--- config.mk ---
export PLATFORM = sky130hd
export DESIGN_NAME = dma_chan_ctrl_bank
export DESIGN_NICKNAME = d
export VERILOG_FILES = /design/src/rtl/dcc_pkg.sv /design/src/rtl/dcc_addr_dec.sv /design/src/rtl/dcc_chan_reg.sv /design/src/rtl/dcc_rd_mux.sv /design/src/rtl/dma_chan_ctrl_bank.sv
export SDC_FILE = /design/constraint.sdc
export NUM_CORES = 1
export LEC_CHECK = 0
export ABC_AREA = 1
export BUFFER_PORTS_ARGS = -buffer_cell sky130_fd_sc_hd__buf_2
export CAP_MARGIN = 0
export CORE_UTILIZATION = 47
export DETAILED_ROUTE_END_ITERATION = 10
export PLACE_DENSITY_LB_ADDON = 0.15
export SLEW_MARGIN = 20
export SYNTH_ARGS = -nofsm -noshare
export SYNTH_HDL_FRONTEND = slang
export SYNTH_SLANG_ARGS = --single-unit
--- constraint.sdc ---
create_clock -name clk -period 1 [get_ports clk]
set_input_delay 0.1 -clock clk [delete_from_list [all_inputs] [get_ports clk]]
set_output_delay 0.1 -clock clk [all_outputs]
set_load 0.01 [all_outputs]
--- src/rtl/dcc_pkg.sv ---
package dcc_pkg;
  localparam int unsigned REG_W   = 8;
  localparam int unsigned B_EN    = 0;
  localparam int unsigned B_START = 1;
  localparam int unsigned B_ABORT = 2;
  localparam int unsigned B_LINK  = 3;
  localparam int unsigned B_DONE  = 7;

  typedef struct packed {
    logic done;
    logic link;
    logic en;
  } chan_state_t;

  function automatic logic [REG_W-1:0] pack_byte(input chan_state_t s);
    logic [REG_W-1:0] b;
    b         = '0;
    b[B_DONE] = s.done;
    b[B_LINK] = s.link;
    b[B_EN]   = s.en;
    return b;
  endfunction
endpackage

--- src/rtl/dcc_addr_dec.sv ---
module dcc_addr_dec #(
  parameter int unsigned NCH = 4,
  parameter int unsigned AW  = 3
) (
  input  logic           bus_wr,
  input  logic           bus_rd,
  input  logic [AW-1:0]  bus_addr,
  output logic [NCH-1:0] sel_wr,
  output logic [NCH-1:0] sel_rd
);
  for (genvar c = 0; c < NCH; c++) begin : g_dec
    logic hit;
    assign hit       = (bus_addr == AW'(2 * c));
    assign sel_wr[c] = bus_wr & hit;
    assign sel_rd[c] = bus_rd & hit;
  end
endmodule

--- src/rtl/dcc_chan_reg.sv ---
module dcc_chan_reg
  import dcc_pkg::*;
(
  input  logic              clk,
  input  logic              rst_n,
  input  logic              sel_wr,
  input  logic              sel_rd,
  input  logic [REG_W-1:0]  wdata,
  input  logic [REG_W-1:0]  wmask,
  input  logic              tc_evt,
  input  logic              nmi,
  output chan_state_t       st,
  output logic              start_p,
  output logic              abort_p,
  output logic              req_ok
);
  chan_state_t st_q, st_n;
  logic        start_q, abort_q;
  logic        wr_en_b, wr_link_b, do_abort, do_start;

  assign wr_en_b   = sel_wr & wmask[B_EN];
  assign wr_link_b = sel_wr & wmask[B_LINK];
  assign do_abort  = sel_wr & wmask[B_ABORT] & wdata[B_ABORT];
  assign do_start  = sel_wr & wmask[B_START] & wdata[B_START]
                   & st_q.en & ~st_q.done & ~do_abort & ~nmi;

  always_comb begin
    st_n      = st_q;
    if (wr_link_b) st_n.link = wdata[B_LINK];
    if (wr_en_b)   st_n.en   = wdata[B_EN];
    if (tc_evt && !st_q.link) st_n.en = 1'b0;
    if (do_abort || nmi)      st_n.en = 1'b0;
    if (sel_rd)    st_n.done = 1'b0;
    if (tc_evt)    st_n.done = 1'b1;
  end

  always_ff @(posedge clk) begin
    if (!rst_n) begin
      st_q    <= '0;
      start_q <= 1'b0;
      abort_q <= 1'b0;
    end else begin
      st_q    <= st_n;
      start_q <= do_start;
      abort_q <= do_abort;
    end
  end

  assign st      = st_q;
  assign start_p = start_q;
  assign abort_p = abort_q;
  assign req_ok  = st_q.en & (~st_q.done | st_q.link);

  a_r3_read_clears: assert property (@(posedge clk) disable iff (!rst_n)
    (sel_rd && !tc_evt) |=> !st.done);
  a_r4_tc_sets: assert property (@(posedge clk) disable iff (!rst_n)
    tc_evt |=> st.done);
  a_r5_link_keeps: assert property (@(posedge clk) disable iff (!rst_n)
    (tc_evt && st.link && st.en && !nmi && !sel_wr) |=> st.en);
  a_r6_nolink_drops: assert property (@(posedge clk) disable iff (!rst_n)
    (tc_evt && !st.link) |=> !st.en);
  a_r7_abort: assert property (@(posedge clk) disable iff (!rst_n)
    (sel_wr && wmask[B_ABORT] && wdata[B_ABORT]) |=> (abort_p && !st.en));
  a_r8_start_gate: assert property (@(posedge clk) disable iff (!rst_n)
    $rose(start_p) |-> ($past(st.en) && !$past(st.done)));
  a_r9_nmi: assert property (@(posedge clk) disable iff (!rst_n)
    nmi |=> (!st.en && !start_p));
  a_r10_excl: assert property (@(posedge clk) disable iff (!rst_n)
    !(start_p && abort_p));
endmodule

--- src/rtl/dcc_rd_mux.sv ---
module dcc_rd_mux
  import dcc_pkg::*;
#(
  parameter int unsigned NCH = 4
) (
  input  logic                 clk,
  input  logic                 rst_n,
  input  logic [NCH-1:0]       sel_rd,
  input  chan_state_t [NCH-1:0] st,
  output logic [REG_W-1:0]     rdata
);
  logic [REG_W-1:0] term [NCH+1];
  logic [REG_W-1:0] rdata_q;

  assign term[0] = '0;
  for (genvar c = 0; c < NCH; c++) begin : g_or
    assign term[c+1] = term[c] | (sel_rd[c] ? pack_byte(st[c]) : '0);
  end

  always_ff @(posedge clk) begin
    if (!rst_n) rdata_q <= '0;
    else        rdata_q <= term[NCH];
  end

  assign rdata = rdata_q;

  a_r2_fixed_zero: assert property (@(posedge clk) disable iff (!rst_n)
    (rdata[6:4] == 3'b000) && (rdata[2:1] == 2'b00));
endmodule

--- src/rtl/dma_chan_ctrl_bank.sv ---
module dma_chan_ctrl_bank
  import dcc_pkg::*;
#(
  parameter int unsigned NCH = 4,
  parameter int unsigned AW  = $clog2(2 * NCH)
) (
  input  logic             clk,
  input  logic             rst_n,
  input  logic             bus_wr,
  input  logic             bus_rd,
  input  logic [AW-1:0]    bus_addr,
  input  logic [REG_W-1:0] bus_wdata,
  input  logic [REG_W-1:0] bus_wmask,
  output logic [REG_W-1:0] bus_rdata,
  input  logic [NCH-1:0]   tc_evt,
  input  logic             nmi,
  output logic [NCH-1:0]   ch_en,
  output logic [NCH-1:0]   ch_start,
  output logic [NCH-1:0]   ch_abort,
  output logic [NCH-1:0]   ch_req_ok
);
  logic [NCH-1:0]        sel_wr, sel_rd;
  chan_state_t [NCH-1:0] st;

  dcc_addr_dec #(.NCH(NCH), .AW(AW)) u_dec (
    .bus_wr  (bus_wr),
    .bus_rd  (bus_rd),
    .bus_addr(bus_addr),
    .sel_wr  (sel_wr),
    .sel_rd  (sel_rd)
  );

  for (genvar c = 0; c < NCH; c++) begin : g_ch
    dcc_chan_reg u_reg (
      .clk    (clk),
      .rst_n  (rst_n),
      .sel_wr (sel_wr[c]),
      .sel_rd (sel_rd[c]),
      .wdata  (bus_wdata),
      .wmask  (bus_wmask),
      .tc_evt (tc_evt[c]),
      .nmi    (nmi),
      .st     (st[c]),
      .start_p(ch_start[c]),
      .abort_p(ch_abort[c]),
      .req_ok (ch_req_ok[c])
    );
    assign ch_en[c] = st[c].en;
  end

  dcc_rd_mux #(.NCH(NCH)) u_rd (
    .clk   (clk),
    .rst_n (rst_n),
    .sel_rd(sel_rd),
    .st    (st),
    .rdata (bus_rdata)
  );

  a_r2_one_select: assert property (@(posedge clk) disable iff (!rst_n)
    $onehot0(sel_wr) && $onehot0(sel_rd));
endmodule

==> key figures, run 1 <==
Worst setup path
  • Worst path depth: 2
  • Critical path endpoint category: output port
  • CP Class: reg2out
  • CP required: 900 ps
  • Slowest stage delay, CP: 360 ps
  • R2R depth: 6
  • Crit Path Max Fanout: 2
  • Worst path buffer plus inverter count: 1
  • CP Data Arrival Time: 950 ps
  • RR Endpoint: u_rd.rdata[0]
  • CP max-delay cell: dfxtp_2
  • Delay-heaviest family, CP: flip-flops
  • RR Startpoint: g_ch[2].u_reg.st[0]
  • R2r setup slk: 40 ps
  • Crit start category: flip-flop
  • Cells along the critical path: a21boi_2 -> buf_2

Detailed routing
  • Via count: 1292
  • Detailed Routing Iterations Pass 1: 4
  • DRC Markers: 0
  • Drt wl/cell: 11.8 um
  • Detail Route Antenna Nets: 0
  • Total wire length: 3.00 mm
  • Iteration-0 DRC Markers: 40
  • Vias per inst: 5.11

Final layout
  • Filler cell count: 251
  • Syn-to-layout area delta: 22.8%
  • Util after Layout: 0.623
  • Most common cell after layout, fill and taps aside: nand2_1
  • Final instance area: 1570 um2
  • Nets: 252
  • Multi-input logic area: 588 um2
  • Ratio of cells with drive above 1 in the final layout: 0.377
  • Antenna fix cells: 0
  • Register Area: 474 um2
  • Most frequent cells in the layout: 35 x nand2_1, 34 x buf_2, 23 x nor2_1
  • Fin cells: 253

STA
  • Setup TNS: -148 ps
  • Worst hold slack: 15.3 ps
  • Worst Clk Skew: 2.81 ps
  • Minimum clock period: 1050 ps
  • Fin. Hold Viols: 0
  • Final worst slack: -45.9 ps
  • Max Slew Vio Count: 0
  • Fmax: 956 MHz
  • Crit share post-route: 1.05
  • Final setup violation count: 4
  • RSZ-0062 raised after global routing: yes

GRT
  • GRT overflow: 0
  • Largest net degree at the start of global routing: 13
  • First-pass GRT wire length: 4.85 mm
  • Vias in the first global route: 1098
  • Initial antenna violation count: 0
  • Total GRT Usage: 0.230

Synth
  • Register area share after synthesis: 0.360
  • Avg Inst Size Synth: 6.95 um2
  • Synth Warn #: 0
  • Yosys cell types: 20
  • Synthesized area: 1280 um2
  • Number of synthesized register bits: 23
  • Post-Syn Instances: 184

Pwr
  • NetSw: 430 uW
  • Static Leak: 0.777 nW
  • P per Cell Area: 1020 nW/um2
  • Pint: 1.18 mW
  • Switching power share of the total: 0.268
  • Max IR drop VDD: 610 uV
  • Clock power share: 0.264
  • Design Power: 1.61 mW
  • Combinational power share: 0.144
  • Sequential share of power: 0.592

Die
  • Area of the die: 2930 um2
  • Vert. Die Dim: 54.2 um
  • # IOs: 52
  • Initial Util: 0.507
  • Rows: 18
  • Die width: 54.2 um
  • Core ar.: 2520 um2

Placed design
  • Dpl cell area: 1400 um2
  • Buffers on Ports: 38
  • GPL Wtd Cong: 0.934
  • Post-DP HPWL: 2.19 mm
  • Placed Cells: 238
  • Placement Setup Slack: -57.2 ps

Clock tree
  • CTS tree: built
  • Clock buffer depth: 2
  • Root buffer cell: clkbuf_4
  • Clk slew on worst S/H paths: 120 ps
  • CTS sink cnt: 23
  • Clock latency at the later pin of the worst-skew pair: 300 ps
  • Clock buffer count from CTS: 3
  • CTS H-tree depth: 1

Outcome
  • Status: finished with violations
  • Violated checks: setup timing

Flow run
  • MaxCap Viol Count: 0

Worst hold path
  • Worst hold stages: 3
  • Hold endpoint: g_ch[1].u_reg.st[1]
  • HP Class: in2reg
  • HP Start: rst_n
## synth_stat cells
library cell | number | area share
nand3b_1 | 2 | 0.012
dfxtp_1 | 23 | 0.36
clkbuf_1 | 2 | 0.0059
o21ai_0 | 3 | 0.012
nor2_2 | 1 | 0.0049
nor2_4 | 4 | 0.035
and3_1 | 1 | 0.0049
inv_1 | 18 | 0.053
inv_2 | 2 | 0.0059
buf_2 | 1 | 0.0039
nor2_1 | 23 | 0.068
nand4_1 | 14 | 0.068
conb_1 | 1 | 0.0029
a21oi_1 | 13 | 0.051
buf_4 | 22 | 0.13
nand3_1 | 12 | 0.047
nand2_1 | 35 | 0.10
a21boi_0 | 4 | 0.023
nor3_1 | 2 | 0.0078
clkinv_1 | 1 | 0.0029
## kinds of logic after synthesis
kind of cell / count (synthesis) / share of synthesized area
buffers and inverters: 46 / 0.201
AND/OR/NAND/NOR: 94 / 0.350
other: 1 / 0.00293
flip-flops: 23 / 0.360
AO/OA/AOI/OAI: 20 / 0.0861
## worst max path at each step
| stage | slack, ps | to | startpoint |
|---|---|---|---|
| 5_1_grt | -100 | ch_req_ok[3] | g_ch[3].u_reg.st[1] |
| 3_3_place_gp | -20 | g_ch[2].u_reg.st[0] | bus_addr[1] |
| 3_5_place_dp | -60 | g_ch[2].u_reg.st[0] | bus_addr[1] |
| 6_report | -50 | ch_req_ok[2] | g_ch[2].u_reg.st[0] |
| 2_1_floorplan | 160 | g_ch[0].u_reg.st[0] | bus_addr[2] |
| 4_1_cts | -90 | ch_req_ok[1] | g_ch[1].u_reg.st[1] |
## final cells by class
cell class / instances / share of cell area
timing repair buffer: 56 / 0.233
tap: 30 / 0.0239
clock buffer: 4 / 0.0167
multi-input combinational: 119 / 0.375
inverter: 21 / 0.0502
sequential: 23 / 0.302
## power groups by stage
stage	sequential (mW)	combinational, mW	clock (mW)
after floorplan	0.963	0.136	0
after global placement	0.966	0.217	0
after detailed placement	0.966	0.220	0
after CTS	0.948	0.227	0.442
after global routing	0.953	0.257	0.489
final	0.950	0.231	0.424
## routing by layer
| metal | vias up | wire length [um] | GRT usage |
|---|---|---|---|
| li1 | 649 | - | - |
| met1 | 590 | 1310 | 0.304 |
| met2 | 46 | 1450 | 0.384 |
| met3 | 7 | 188 | 0.0282 |
| met4 | 0 | 46 | 0.0684 |
| met5 | - | 0 | 0 |
## state kept, by name, indices dropped and copies added, names as in the netlist
name,cells
g_ch.u_reg.st,12
u_rd.rdata,3
g_ch.u_reg.start_p,4
g_ch.u_reg.abort_p,4
## what timing repair did
item / CTS / global route
hold buffers: 0 / 0
pin swaps: 1 / 1
cloned: 0 / 0
gates resized for setup: 26 / 4
setup buffers: 8 / 3
endpoints found under the setup margin: 4 / 8
hold endpoints to repair: 0 / 0
## worst register-to-register path: cells and delay by family, from the launching register on
| family | cells | cell delay [ps] |
|---|---|---|
| buf+inv | 2 | 240 |
| simple gates | 4 | 280 |
| flops | 1 | 350 |
Power figures use the tool's default switching activity.
==> run 2: changes to the inputs <==
CAP_MARGIN = 20   (was 0)
clock period = 1.1 ns   (was 1 ns; I/O delays follow)
==> key figures, run 2 (synthesis results as in run 1) <==
Outcome
  • Status: finished clean

Final layout
  • Most frequent cells in the layout: 37 x buf_2, 35 x nand2_1, 23 x nor2_1
  • Max reg flops: 12 (unchanged)
  • Ratio of cells with drive above 1 in the final layout: 0.349 (-0.0281)
  • Nets: 247 (-2.0%)
  • Util after Layout: 0.594 (-0.0283)
  • Most common cell after layout, fill and taps aside: buf_2
  • Final instance area: 1500 um2 (-4.5%)
  • Antenna fix cells: 0 (unchanged)
  • Fin cells: 248 (-2.0%)
  • Filler cell count: 247 (-1.6%)
  • Syn-to-layout area delta: 17.2%

Worst hold path
  • HP Class: in2reg

Placed design
  • Placed Cells: 233 (-2.1%)
  • Buffers on Ports: 38 (unchanged)
  • Dpl cell area: 1360 um2 (-2.7%)
  • Post-DP HPWL: 2.16 mm (-1.1%)
  • GPL Wtd Cong: 0.860 (-7.9%)
  • Placement Setup Slack: 46.0 ps (+103 ps)

Clock tree
  • CTS tree: built
  • Clock buffer count from CTS: 3 (unchanged)
  • Clock latency at the later pin of the worst-skew pair: 310 ps (about the same)
  • CTS H-tree depth: 1 (unchanged)
  • Root buffer cell: clkbuf_4
  • CTS sink cnt: 23 (unchanged)
  • Clock buffer depth: 2 (unchanged)
  • Clk slew on worst S/H paths: 120 ps (about the same)

Detailed routing
  • Detail Route Antenna Nets: 0 (unchanged)
  • DRC Markers: 0 (unchanged)
  • Drt wl/cell: 11.8 um (about the same)
  • Vias per inst: 5.08 (-0.59%)
  • Iteration-0 DRC Markers: 26 (-35%)
  • Detailed Routing Iterations Pass 1: 4 (unchanged)
  • Via count: 1259 (-2.6%)
  • Total wire length: 2.94 mm (-1.9%)

GRT
  • Initial antenna violation count: 0 (unchanged)
  • Busiest grt layer: met2
  • Met2 Use GR: 0.364 (-0.0203)
  • M3 GR Usage: 0.0367 (+0.00847)
  • Largest net degree at the start of global routing: 14 (+1)
  • Grt met1 use: 0.292 (-0.0118)
  • First-pass GRT wire length: 4.61 mm (-5.0%)
  • Vias in the first global route: 1063 (-3.2%)
  • Total GRT Usage: 0.223 (-0.00640)
  • GRT overflow: 0 (unchanged)

STA
  • Fmax: 924 MHz
  • Final setup violation count: 0 (-4)
  • Max Slew Vio Count: 0 (unchanged)
  • Setup TNS: 0 ps (+148 ps)
  • Worst hold slack: 25.6 ps (+10.4 ps)
  • Crit share post-route: 0.984
  • Minimum clock period: 1080 ps
  • Fin. Hold Viols: 0 (unchanged)
  • RSZ-0062 raised after global routing: yes
  • Worst Clk Skew: 5.83 ps (+3.02 ps)
  • Final worst slack: 17.2 ps (+63.1 ps)

Pwr
  • Max IR drop VDD: 675 uV (+11%)
  • Design Power: 1.45 mW (-9.8%)
  • P per Cell Area: 966 nW/um2 (-5.5%)
  • Static Leak: 0.749 nW (-3.7%)

Die
  • Die width: 54.2 um (unchanged)
  • Area of the die: 2930 um2 (unchanged)
  • Rows: 18 (unchanged)
  • Initial Util: 0.507 (unchanged)
  • # IOs: 52 (unchanged)
  • Vert. Die Dim: 54.2 um (unchanged)
  • Core ar.: 2520 um2 (unchanged)

Worst setup path
  • CP Class: reg2out
  • Crit start category: flip-flop
  • R2r setup slk: 200 ps (+160 ps)
  • Cells along the critical path: inv_2 -> a21boi_1 -> buf_2
  • CP required: 990 ps (+90 ps)
  • Critical path endpoint category: output port
  • Crit Path Max Fanout: 3 (+1)
  • CP Data Arrival Time: 970 ps (+20 ps)
  • CP max-delay cell: dfxtp_2
  • Slowest stage delay, CP: 360 ps (about the same)

Flow run
  • MaxCap Viol Count: 0 (unchanged)
==> run 2: changes by cell type in the layout (fill, tap and decap cells not counted), sizes merged <==
cell,change
dlygate4sd3,+1
clkinv,+1
clkbuf,-1
buf,-6
==> run 2: path summary, 6_finish.rpt <==
path,from,end,cells after the start
setup / recovery,g_ch[1].u_reg.st[1],ch_req_ok[1],3
setup reg to reg,g_ch[2].u_reg.st[1],g_ch[2].u_reg.st[0],5
hold / removal,rst_n,g_ch[1].u_reg.st[1],3
hold reg to reg,g_ch[0].u_reg.st[2],g_ch[0].u_reg.st[2],2
==> run 2: per-layer routing <==
metal / wire [um] / up-vias
li1: - / 640
met1: 1250 / 558
met2: 1420 / 55
met3: 216 / 6
met4: 51 / 0
met5: 0 / -
==> run 2: layout make-up <==
cell class	count	area, um2	share of cell area
clock buffer	3	22.5	0.0150
inverter	21	78.8	0.0526
multi-input combinational	119	584	0.390
sequential	23	474	0.316
timing repair buffer	51	297	0.198
clock inverter	1	5.00	0.00334
tap	30	37.5	0.0250
==> run 2: worst max-delay path, delay by kind of cell (launching register included) <==
kind	cells	cell delay (ps)
buffers and inverters	2	180
DFF	1	360
AOI/OAI and AO/OA	1	130
==> run 2: report_power, final <==
part | internal, mW | switching [mW] | total, mW
registers | 0.846 | 0.0140 | 0.860
clock network | 0.136 | 0.252 | 0.388
logic | 0.0690 | 0.130 | 0.199
total | 1.05 | 0.397 | 1.45
==> run 2: timing repair <==
action                     CTS  global route
hold endpoints to repair     0             1
setup endpoints to repair    4             5
resized for setup           13             8
hold buffers                 0             1
buffers inserted             7             3
pin swaps                    0             3
==> run 3: changes to the inputs <==
HOLD_SLACK_MARGIN = 0.08   (was default)
PLACE_DENSITY = 0.78   (was default)
PLACE_DENSITY_LB_ADDON = default   (was 0.15)
SKIP_LAST_GASP = 1   (was default)
==> key figures, run 3 (synthesis results as in run 1) <==
Outcome
  • Status: finished with violations
  • Violated checks: setup timing

Final layout
  • Filler cell count: 242 (-2.0%)
  • Nets: 254 (+2.8%)
  • Max reg flops: 12 (unchanged)
  • Fin cells: 255 (+2.8%)
  • Util after Layout: 0.621 (+0.0263)
  • Most frequent cells in the layout: 38 x buf_2, 35 x nand2_1, 23 x nor2_1, 16 x inv_1
  • Antenna fix cells: 0 (unchanged)
  • Ratio of cells with drive above 1 in the final layout: 0.324 (-0.0242)
  • Syn-to-layout area delta: 22.4%
  • Most common cell after layout, fill and taps aside: buf_2

Pwr
  • NetSw: 409 uW (+3.2%)
  • Max IR drop VDD: 1110 uV (+64%)
  • P per Cell Area: 954 nW/um2 (-1.3%)
  • Combinational power share: 0.151 (+0.013)
  • Switching power share of the total: 0.274 (about the same)
  • Clock power share: 0.272 (+0.004)
  • Sequential share of power: 0.577 (-0.017)
  • Static Leak: 0.779 nW (+4.1%)
  • Pint: 1.08 mW (+3.1%)

GRT
  • Largest net degree at the start of global routing: 13 (-1)
  • Total GRT Usage: 0.230 (+0.00640)
  • GRT overflow: 0 (unchanged)
  • First-pass GRT wire length: 4.69 mm (+1.6%)
  • Vias in the first global route: 1034 (-2.7%)
  • Initial antenna violation count: 0 (unchanged)

Die
  • Initial Util: 0.507 (unchanged)
  • Area of the die: 2930 um2 (unchanged)
  • Core ar.: 2520 um2 (unchanged)
  • Rows: 18 (unchanged)
  • Vert. Die Dim: 54.2 um (unchanged)
  • Die width: 54.2 um (unchanged)
  • # IOs: 52 (unchanged)

Clock tree
  • CTS tree: built
  • Clk slew on worst S/H paths: 120 ps (about the same)
  • Clock latency at the later pin of the worst-skew pair: 320 ps (about the same)
  • Root buffer cell: clkbuf_4
  • Clock buffer depth: 2 (unchanged)
  • Clock buffer count from CTS: 3 (unchanged)
  • CTS H-tree depth: 1 (unchanged)
  • CTS sink cnt: 23 (unchanged)

STA
  • Worst Clk Skew: 2.17 ps (-3.66 ps)
  • Final setup violation count: 1 (+1)
  • Final worst slack: -4.55 ps (-21.8 ps)
  • RSZ-0062 raised after global routing: yes
  • Max Slew Vio Count: 0 (unchanged)
  • Fin. Hold Viols: 0 (unchanged)
  • Minimum clock period: 1100 ps (+21.8 ps)
  • Fmax: 905 MHz (-2.0%)
  • Crit share post-route: 1.00 (+0.0198)

Worst setup path
  • R2R depth: 5 (unchanged)
  • CP max-delay cell: dfxtp_2
  • CP Class: reg2out
  • Worst path buffer plus inverter count: 2 (unchanged)
  • Crit start category: flip-flop
  • CP Data Arrival Time: 990 ps (+20 ps)
  • Cells along the critical path: inv_2 -> a21boi_1 -> buf_2
  • Slowest stage delay, CP: 360 ps (about the same)
  • Worst path depth: 3 (unchanged)
  • Delay-heaviest family, CP: flip-flops
  • Crit Path Max Fanout: 2 (-1)
  • Critical path endpoint category: output port
  • CP required: 990 ps (about the same)

Detailed routing
  • DRC Markers: 0 (unchanged)
  • Drt wl/cell: 11.3 um (-4.2%)
  • Total wire length: 2.89 mm (-1.5%)
  • Iteration-0 DRC Markers: 49 (+88%)
  • Detailed Routing Iterations Pass 1: 5 (+1)
  • Vias per inst: 4.92 (-3.1%)
  • Detail Route Antenna Nets: 0 (unchanged)
  • Via count: 1255 (-0.32%)

Worst hold path
  • HP Class: in2reg
  • Worst hold stages: 3 (unchanged)

Placed design
  • Buffers on Ports: 38 (unchanged)
  • Post-DP HPWL: 2.08 mm (-4.0%)
  • GPL Wtd Cong: 0.865 (+0.55%)
  • Placed Cells: 236 (+1.3%)

Flow run
  • MaxCap Viol Count: 0 (unchanged)
[run 3: worst paths after layout]
path	startpoint	to	slack, ps
setup / recovery	g_ch[2].u_reg.st[1]	ch_req_ok[2]	-5
hold / removal	bus_wmask[0]	g_ch[3].u_reg.st[0]	100
setup reg to reg	g_ch[2].u_reg.st[1]	g_ch[2].u_reg.st[0]	240
hold reg to reg	g_ch[0].u_reg.st[2]	g_ch[0].u_reg.st[2]	520
[run 3: layer usage]
layer / track usage / vias to the layer above / wire length [um]
li1: - / 653 / -
met1: 0.299 / 542 / 1280
met2: 0.366 / 50 / 1340
met3: 0.0650 / 10 / 199
met4: 0.0641 / 0 / 72
met5: 0 / - / 0
[run 3: through the flow]
| stage | hold slack (ps) | setup TNS (ps) | setup WS (ps) | area [um2] | power (mW) |
|---|---|---|---|---|---|
| after floorplan | 227 | 0 | 249 | 1290 | 1.00 |
| after global placement | 346 | 0 | 93.5 | 1390 | 1.08 |
| final | 95.2 | -4.55 | -4.55 | 1570 | 1.49 |
| after global routing | 84.5 | -191 | -60.6 | 1570 | 1.58 |
| after detailed placement | 351 | 0 | 78.2 | 1390 | 1.08 |
| after CTS | 90.6 | -23.2 | -23.2 | 1540 | 1.48 |
[run 3: what timing repair did]
item	4_1_cts	5_1_grt
endpoints found under the setup margin	4	4
pin swaps	0	2
endpoints found under the hold margin	9	1
resized for setup	13	3
hold buffers	6	1
setup buffers	7	1
[run 3: power by group through the flow]
stage	Sequential (mW)	Combinational [mW]	Clock, mW
2_1_floorplan	0.876	0.124	0
3_3_place_gp	0.878	0.198	0
3_5_place_dp	0.878	0.199	0
4_1_cts	0.860	0.220	0.404
5_1_grt	0.865	0.251	0.463
6_report	0.861	0.226	0.406
[run 3: worst reg2reg max path: stages (launching register included)]
cell     delay [ps]
dfxtp_2         360
inv_2            40
buf_4           120
a21oi_1         110
nand3_1          80
nor2_1          100
[run 3: final cells by class]
cell class / count / area (um2) / area share
timing repair buffer: 58 / 370 / 0.237
sequential: 23 / 472 / 0.301
multi-input combinational: 119 / 581 / 0.371
inverter: 21 / 78.8 / 0.0504
tap: 30 / 37.5 / 0.0240
clock buffer: 4 / 26.3 / 0.0168
